==> src/rtl/sdram_seq_pkg.sv <==
package sdram_seq_pkg;

    // {cs_n, ras_n, cas_n, we_n}
    typedef enum logic [3:0] {
        CMD_MODE = 4'b0000,
        CMD_AREF = 4'b0001,
        CMD_PRE  = 4'b0010,
        CMD_NOP  = 4'b0111
    } cmd_e;

    typedef enum logic [2:0] {
        ST_PWRUP,
        ST_PRE,
        ST_INITREF,
        ST_MODE,
        ST_EXTMODE,
        ST_IDLE,
        ST_REF
    } state_e;

    function automatic int ns_to_cycles(input int ns, input int clk_ns);
        int c;
        c = (ns + clk_ns - 1) / clk_ns;
        return (c < 1) ? 1 : c;
    endfunction

    function automatic int max_of(input int a, input int b);
        return (a > b) ? a : b;
    endfunction

endpackage

==> src/rtl/sdram_cmd_pins.sv <==
module sdram_cmd_pins
    import sdram_seq_pkg::*;
(
    input  cmd_e cmd,
    output logic cs_n,
    output logic ras_n,
    output logic cas_n,
    output logic we_n
);
    always_comb begin
        {cs_n, ras_n, cas_n, we_n} = cmd;
    end
endmodule

==> src/rtl/sdram_ref_tracker.sv <==
module sdram_ref_tracker #(
    parameter int INT_CYC  = 976,
    parameter int PEND_MAX = 8
) (
    input  logic clk,
    input  logic rst_n,
    input  logic en,
    input  logic user_req,
    input  logic pop,
    output logic due
);
    localparam int CNT_W  = $clog2(INT_CYC + 1);
    localparam int PEND_W = $clog2(PEND_MAX + 1);
    localparam int SUM_W  = PEND_W + 2;

    typedef struct packed {
        logic [CNT_W-1:0]  cnt;
        logic [PEND_W-1:0] pend;
    } trk_t;

    trk_t q, n;
    logic tick;
    logic [SUM_W-1:0] sum;

    always_comb begin
        n    = q;
        tick = en && (q.cnt == CNT_W'(INT_CYC - 1));
        if (!en || tick) n.cnt = '0;
        else             n.cnt = q.cnt + 1'b1;
        sum = SUM_W'(q.pend) + SUM_W'(tick) + SUM_W'(user_req) - SUM_W'(pop);
        if (sum > SUM_W'(PEND_MAX)) n.pend = PEND_W'(PEND_MAX);
        else                        n.pend = sum[PEND_W-1:0];
    end

    always_ff @(posedge clk) begin
        if (!rst_n) q <= '0;
        else        q <= n;
    end

    assign due = (q.pend != '0);

    // a due interval slot with no other traffic raises the backlog by one
    assert_tick_counted_R7: assert property (@(posedge clk) disable iff (!rst_n)
        (tick && !pop && !user_req && (q.pend < PEND_W'(PEND_MAX)))
            |=> (q.pend == $past(q.pend) + 1'b1));

    // a pop never happens on an empty backlog
    assert_pop_nonempty_R8: assert property (@(posedge clk) disable iff (!rst_n)
        pop |-> (q.pend != '0));
endmodule

==> src/rtl/sdram_init_refresh.sv <==
module sdram_init_refresh
    import sdram_seq_pkg::*;
#(
    parameter int CLK_NS        = 8,
    parameter int PWRUP_NS      = 200000,
    parameter int TRP_NS        = 18,
    parameter int TRC_NS        = 63,
    parameter int MRD_CYC       = 2,
    parameter int INIT_REFS     = 2,
    parameter int REF_WINDOW_NS = 64000000,
    parameter int REF_COUNT     = 8192,
    parameter int PEND_MAX      = 8,
    parameter int ADDR_W        = 13,
    parameter int BA_W          = 2
) (
    input  logic              clk,
    input  logic              rst_n,
    input  logic [ADDR_W-1:0] cfg_mode,
    input  logic              cfg_ext_en,
    input  logic [2:0]        cfg_pasr,
    input  logic              cfg_ds,
    input  logic              banks_idle,
    input  logic              user_ref_req,
    output logic              cke,
    output logic              cs_n,
    output logic              ras_n,
    output logic              cas_n,
    output logic              we_n,
    output logic [BA_W-1:0]   ba,
    output logic [ADDR_W-1:0] addr,
    output logic              ready,
    output logic              busy
);
    localparam int PWRUP_CYC = ns_to_cycles(PWRUP_NS, CLK_NS);
    localparam int TRP_CYC   = ns_to_cycles(TRP_NS, CLK_NS);
    localparam int TRC_CYC   = ns_to_cycles(TRC_NS, CLK_NS);
    localparam int MRD_EFF   = max_of(MRD_CYC, 2);
    localparam int REF_INT   = max_of((REF_WINDOW_NS / REF_COUNT) / CLK_NS, 1);
    localparam int WAIT_MAX  = max_of(max_of(PWRUP_CYC, TRP_CYC), max_of(TRC_CYC, MRD_EFF));
    localparam int WAIT_W    = $clog2(WAIT_MAX + 1);
    localparam int RCNT_W    = $clog2(INIT_REFS + 1);
    localparam int AP_BIT    = 10;

    typedef struct packed {
        state_e            state;
        logic [WAIT_W-1:0] wait_cnt;
        logic [RCNT_W-1:0] ref_cnt;
        cmd_e              cmd;
        logic [BA_W-1:0]   ba;
        logic [ADDR_W-1:0] addr;
        logic              ready;
    } seq_t;

    seq_t q, n;
    logic ref_due;
    logic pop;
    logic [ADDR_W-1:0] ext_word;

    always_comb begin
        ext_word      = '0;
        ext_word[2:0] = cfg_pasr;
        ext_word[5]   = cfg_ds;
    end

    always_comb begin
        n      = q;
        n.cmd  = CMD_NOP;
        n.ba   = '0;
        n.addr = '0;
        pop    = 1'b0;
        case (q.state)
            ST_PWRUP: begin
                if (q.wait_cnt == '0) begin
                    n.state        = ST_PRE;
                    n.cmd          = CMD_PRE;
                    n.addr[AP_BIT] = 1'b1;
                    n.wait_cnt     = WAIT_W'(TRP_CYC - 1);
                end else n.wait_cnt = q.wait_cnt - 1'b1;
            end
            ST_PRE: begin
                if (q.wait_cnt == '0) begin
                    n.state    = ST_INITREF;
                    n.cmd      = CMD_AREF;
                    n.ref_cnt  = RCNT_W'(1);
                    n.wait_cnt = WAIT_W'(TRC_CYC - 1);
                end else n.wait_cnt = q.wait_cnt - 1'b1;
            end
            ST_INITREF: begin
                if (q.wait_cnt == '0) begin
                    if (q.ref_cnt < RCNT_W'(INIT_REFS)) begin
                        n.cmd      = CMD_AREF;
                        n.ref_cnt  = q.ref_cnt + 1'b1;
                        n.wait_cnt = WAIT_W'(TRC_CYC - 1);
                    end else begin
                        n.state    = ST_MODE;
                        n.cmd      = CMD_MODE;
                        n.addr     = cfg_mode;
                        n.wait_cnt = WAIT_W'(MRD_EFF - 1);
                    end
                end else n.wait_cnt = q.wait_cnt - 1'b1;
            end
            ST_MODE: begin
                if (q.wait_cnt == '0) begin
                    if (cfg_ext_en) begin
                        n.state    = ST_EXTMODE;
                        n.cmd      = CMD_MODE;
                        n.ba       = BA_W'(2);
                        n.addr     = ext_word;
                        n.wait_cnt = WAIT_W'(MRD_EFF - 1);
                    end else begin
                        n.state = ST_IDLE;
                        n.ready = 1'b1;
                    end
                end else n.wait_cnt = q.wait_cnt - 1'b1;
            end
            ST_EXTMODE: begin
                if (q.wait_cnt == '0) begin
                    n.state = ST_IDLE;
                    n.ready = 1'b1;
                end else n.wait_cnt = q.wait_cnt - 1'b1;
            end
            default: begin // ST_IDLE, ST_REF
                if (q.state == ST_IDLE || q.wait_cnt == '0) begin
                    if (ref_due && banks_idle) begin
                        n.state    = ST_REF;
                        n.cmd      = CMD_AREF;
                        n.wait_cnt = WAIT_W'(TRC_CYC - 1);
                        pop        = 1'b1;
                    end else n.state = ST_IDLE;
                end else n.wait_cnt = q.wait_cnt - 1'b1;
            end
        endcase
    end

    always_ff @(posedge clk) begin
        if (!rst_n) begin
            q.state    <= ST_PWRUP;
            q.wait_cnt <= WAIT_W'(PWRUP_CYC - 1);
            q.ref_cnt  <= '0;
            q.cmd      <= CMD_NOP;
            q.ba       <= '0;
            q.addr     <= '0;
            q.ready    <= 1'b0;
        end else begin
            q <= n;
        end
    end

    sdram_ref_tracker #(
        .INT_CYC  (REF_INT),
        .PEND_MAX (PEND_MAX)
    ) u_tracker (
        .clk      (clk),
        .rst_n    (rst_n),
        .en       (q.ready),
        .user_req (user_ref_req),
        .pop      (pop),
        .due      (ref_due)
    );

    sdram_cmd_pins u_pins (
        .cmd   (q.cmd),
        .cs_n  (cs_n),
        .ras_n (ras_n),
        .cas_n (cas_n),
        .we_n  (we_n)
    );

    assign cke   = 1'b1;
    assign ba    = q.ba;
    assign addr  = q.addr;
    assign ready = q.ready;
    assign busy  = (q.state != ST_IDLE);

    // a mode write is followed by at least one quiet cycle
    assert_mode_gap_R4: assert property (@(posedge clk) disable iff (!rst_n)
        (q.cmd == CMD_MODE) |=> (q.cmd == CMD_NOP));

    // the extended write only ever follows a normal mode write
    assert_ext_after_mode_R5: assert property (@(posedge clk) disable iff (!rst_n)
        (q.cmd == CMD_MODE && q.ba == BA_W'(2))
            |-> ($past(q.cmd, 2) == CMD_MODE && $past(q.ba, 2) == '0));

    // ready is sticky
    assert_ready_sticky_R6: assert property (@(posedge clk) disable iff (!rst_n)
        q.ready |=> q.ready);

    // runtime refresh only when the data path reported all banks idle
    assert_refresh_idle_R8: assert property (@(posedge clk) disable iff (!rst_n)
        (q.cmd == CMD_AREF && q.ready) |-> $past(banks_idle));

    // the bus is free only after init is complete
    assert_idle_ready_R10: assert property (@(posedge clk) disable iff (!rst_n)
        !busy |-> q.ready);
endmodule

==> config.mk <==
export PLATFORM = sky130hd
export DESIGN_NAME = sdram_init_refresh
export DESIGN_NICKNAME = d
export VERILOG_FILES = /design/src/rtl/sdram_seq_pkg.sv /design/src/rtl/sdram_cmd_pins.sv /design/src/rtl/sdram_ref_tracker.sv /design/src/rtl/sdram_init_refresh.sv
export SDC_FILE = /design/constraint.sdc
export NUM_CORES = 1
export LEC_CHECK = 0
export BUFFER_PORTS_ARGS = -buffer_cell sky130_fd_sc_hd__buf_4
export CORE_MARGIN = 5
export CORE_UTILIZATION = 35
export CTS_CLUSTER_SIZE = 30
export DETAILED_ROUTE_END_ITERATION = 6
export HOLD_SLACK_MARGIN = 0.05
export SYNTH_ARGS = -nofsm -noshare
export SYNTH_HDL_FRONTEND = slang
export SYNTH_SLANG_ARGS = --single-unit
export TNS_END_PERCENT = 30
==> constraint.sdc <==
create_clock -name clk -period 3.75 [get_ports clk]
set_clock_uncertainty 0.05 [all_clocks]
set_input_delay 0.9375 -clock clk [delete_from_list [all_inputs] [get_ports clk]]
set_output_delay 0.9375 -clock clk [all_outputs]
set_load 0.05 [all_outputs]
==> reports/summary.txt <==
Final Cycle Share = 92.04%
CTS Buf Count = 5
Net Sw Frac = 27.96%
post-synth top area share = 35.77%
delay-heaviest family, CP = adder cells
Logic pwr share = 19.2%
Die Area = 0.01024 mm2
clk buf depth = 2
cell with the most instances after synthesis = dfxtp_1
DR vias = 2427
Worst setup EP type = flop
Final Max Slew Viols = 0
Layout area overhead = 13.76%
Synth area leaders = dfxtp_1 (36%), buf_4 (5.2%), nor2_1 (5.2%), xor2_1 (4.5%), ha_1 (4.3%)
Tmin final = 3.452 ns
mean routed wirelength per cell = 13.35 um
sequential share of power = 49.1%
Worst EP arrival = 3.60 ns
routability cong. = 0.8791
area occupied by multi-input gates = 0.001622 mm2
leading area contributor after synthesis = dfxtp_1
Post-synth EDFFs = 0
clock transition at the registers of the reported paths = 0.09 ns
FP Rows = 33
largest net degree at the start of global routing = 20
Mapped Area = 0.002910 mm2
die width = 101.2 um
leakage power = 1.272 nW
first-pass GRT wire length = 10350 um
Final Util = 40.50%
grt total ovfl = 0
clock sink count = 52
initial antenna violation count = 0
CP max stage cell = fa_1
CTS H-Tree Depth = 2
post-synthesis register bit count = 52
Final Hold Fails = 0
Buf+Inv Stages, Crit Path = 3
Die Y = 101.2 um
GRT Resource Usage Total = 12.16%
root buf cell = clkbuf_8
Nets = 401
Max-slew headroom = 47.13%
layout cells sized above 1 = 17.62%
endpoints failing setup = 0
Post-Synthesis Cells = 346
worst-margin pin slew = 0.7858 ns
CP cell instances = inv_1 > ha_1 > nor4b_2 > and4_1 > nand2_1 > a21oi_1 > ha_1 > inv_1 > ha_1 > inv_1 > fa_1 > a31oi_1 > a311oi_2 > xnor2_1 > a221o_1
unrepaired setup endpoints after global routing = false
Initial Utilization = 35.60%
Final TNS setup = 0 ns
Max Freq = 0.2897 GHz
DRC Markers = 0
Post-DRT Antenna Nets = 0
Synth Warn # = 0
top_reg_cell synth = dfxtp_1
vias in the first global route = 2217
drt first pass iters = 4
worst vdd ir = 143.7 uV
# diodes = 0
setup bufs post-CTS = 0
Filler cells = 826
Clock power frac = 31.7%
P_int = 0.8711 mW
Max FO, Critical Path = 4
sequential area share after synthesis = 35.77%
Ports = 44
CTS tree = done
Async S/R FF share, synth = 0%
Syn Area/Cell = 8.411 um2
Unique masters post-synth = 65
Core Box Area = 0.008175 mm2
vias per cell = 5.120
net switching power = 0.3381 mW
crit-path max cell delay = 0.41 ns
CP required = 3.90 ns
Starting DRT DRC Count = 149
I/O Buffers = 40
CP Launch Type = flop
status = finished clean
critical path type = flop to flop
worst min path class = flop to flop
Synth top cells by count = dfxtp_1 (52), nor2_1 (40), nand2_1 (23)
max-cap viol count = 0
FF/Latch Area = 0.001041 mm2
worst-skew pair later-pin latency = 0.31 ns
dpl hpwl = 4679 um
final wirelength = 6329 um
Power Dens Cells = 365.2 mW/mm2
## worst reg2reg max path, delay by kind of cell, from the launching register on
kind / cells / cell delay, ns
AOI/OAI and AO/OA: 4 / 0.93
xor gates and xnor gates: 1 / 0.20
adders and majority gates: 4 / 0.99
buffers and inverters: 3 / 0.22
DFF: 1 / 0.34
and+or+nand+nor: 3 / 0.61
## cell type report
cell class                 count  area share [%]
inverter                      16           1.814
sequential                    52           31.44
clock inverter                 3           1.285
tap                          105           3.968
clock buffer                   5           2.079
timing repair buffer          46           10.43
multi-input combinational    247           48.98
## flip-flops by register name, summed over array words and instances, names as in the netlist
signal and count:
q 23, ba 1, addr 13, ready 1, u_tracker.q 14
## placed cells by master, fill, tap and decap left out, types with 6 or more instances in the layout
| master | n |
|---|---|
| o21ai_0 | 13 |
| inv_1 | 16 |
| a21oi_1 | 20 |
| xnor2_1 | 9 |
| xor2_1 | 15 |
| ha_1 | 9 |
| nand3_1 | 14 |
| nor2_1 | 40 |
| nand2_1 | 23 |
| and2_1 | 11 |
| dfxtp_1 | 52 |
| nand4_1 | 6 |
| buf_4 | 46 |
## worst paths after layout
kind,to,startpoint,cells past startpoint,slack [ns]
setup / recovery,u_tracker.q[3],q[22],15,0.30
hold / removal,u_tracker.q[4],u_tracker.q[4],1,0.40
setup reg to reg,u_tracker.q[3],q[22],15,0.30
hold reg to reg,u_tracker.q[4],u_tracker.q[4],1,0.40
## logic make-up after synthesis
family | synth area share [%]
muxes | 0.3440
xor gates and xnor gates | 8.040
adders and majority gates | 4.987
and+or+nand+nor | 26.14
buffers and inverters | 9.157
other | 0.2580
DFF | 35.77
AOI/OAI and AO/OA | 15.31
## through the flow
stage	setup WS, ns	hold slack (ns)	cells	cell area [um2]	total power, mW
after floorplan	0.5120	0.3675	347	2914	0.7858
after global routing	0.05390	0.4258	474	3311	1.271
after detailed placement	0.1945	0.3961	466	3184	0.8299
after CTS	0.1736	0.4093	474	3296	1.210
final	0.2985	0.4017	474	3311	1.209
after global placement	0.2294	0.3809	466	3184	0.8262
## per-layer routing
| metal | GRT usage [%] | wire [um] |
|---|---|---|
| met1 | 16.45 | 2983 |
| met2 | 19.62 | 2790 |
| met3 | 1.860 | 417 |
| met4 | 4.499 | 137 |
| met5 | 0 | 0 |
## power by group through the flow
stage	sequential [mW]	clock (mW)	combinational (mW)
after floorplan	0.588	0	0.198
after global placement	0.605	0	0.221
after detailed placement	0.606	0	0.224
after CTS	0.593	0.392	0.225
after global routing	0.596	0.417	0.258
final	0.594	0.383	0.232
## timing repair
| item | CTS | global route |
|---|---|---|
| setup endpoints to repair | 0 | 2 |
| hold buffers | 0 | 0 |
| gates resized for setup | 0 | 3 |
(Power assumes the default switching activity.)
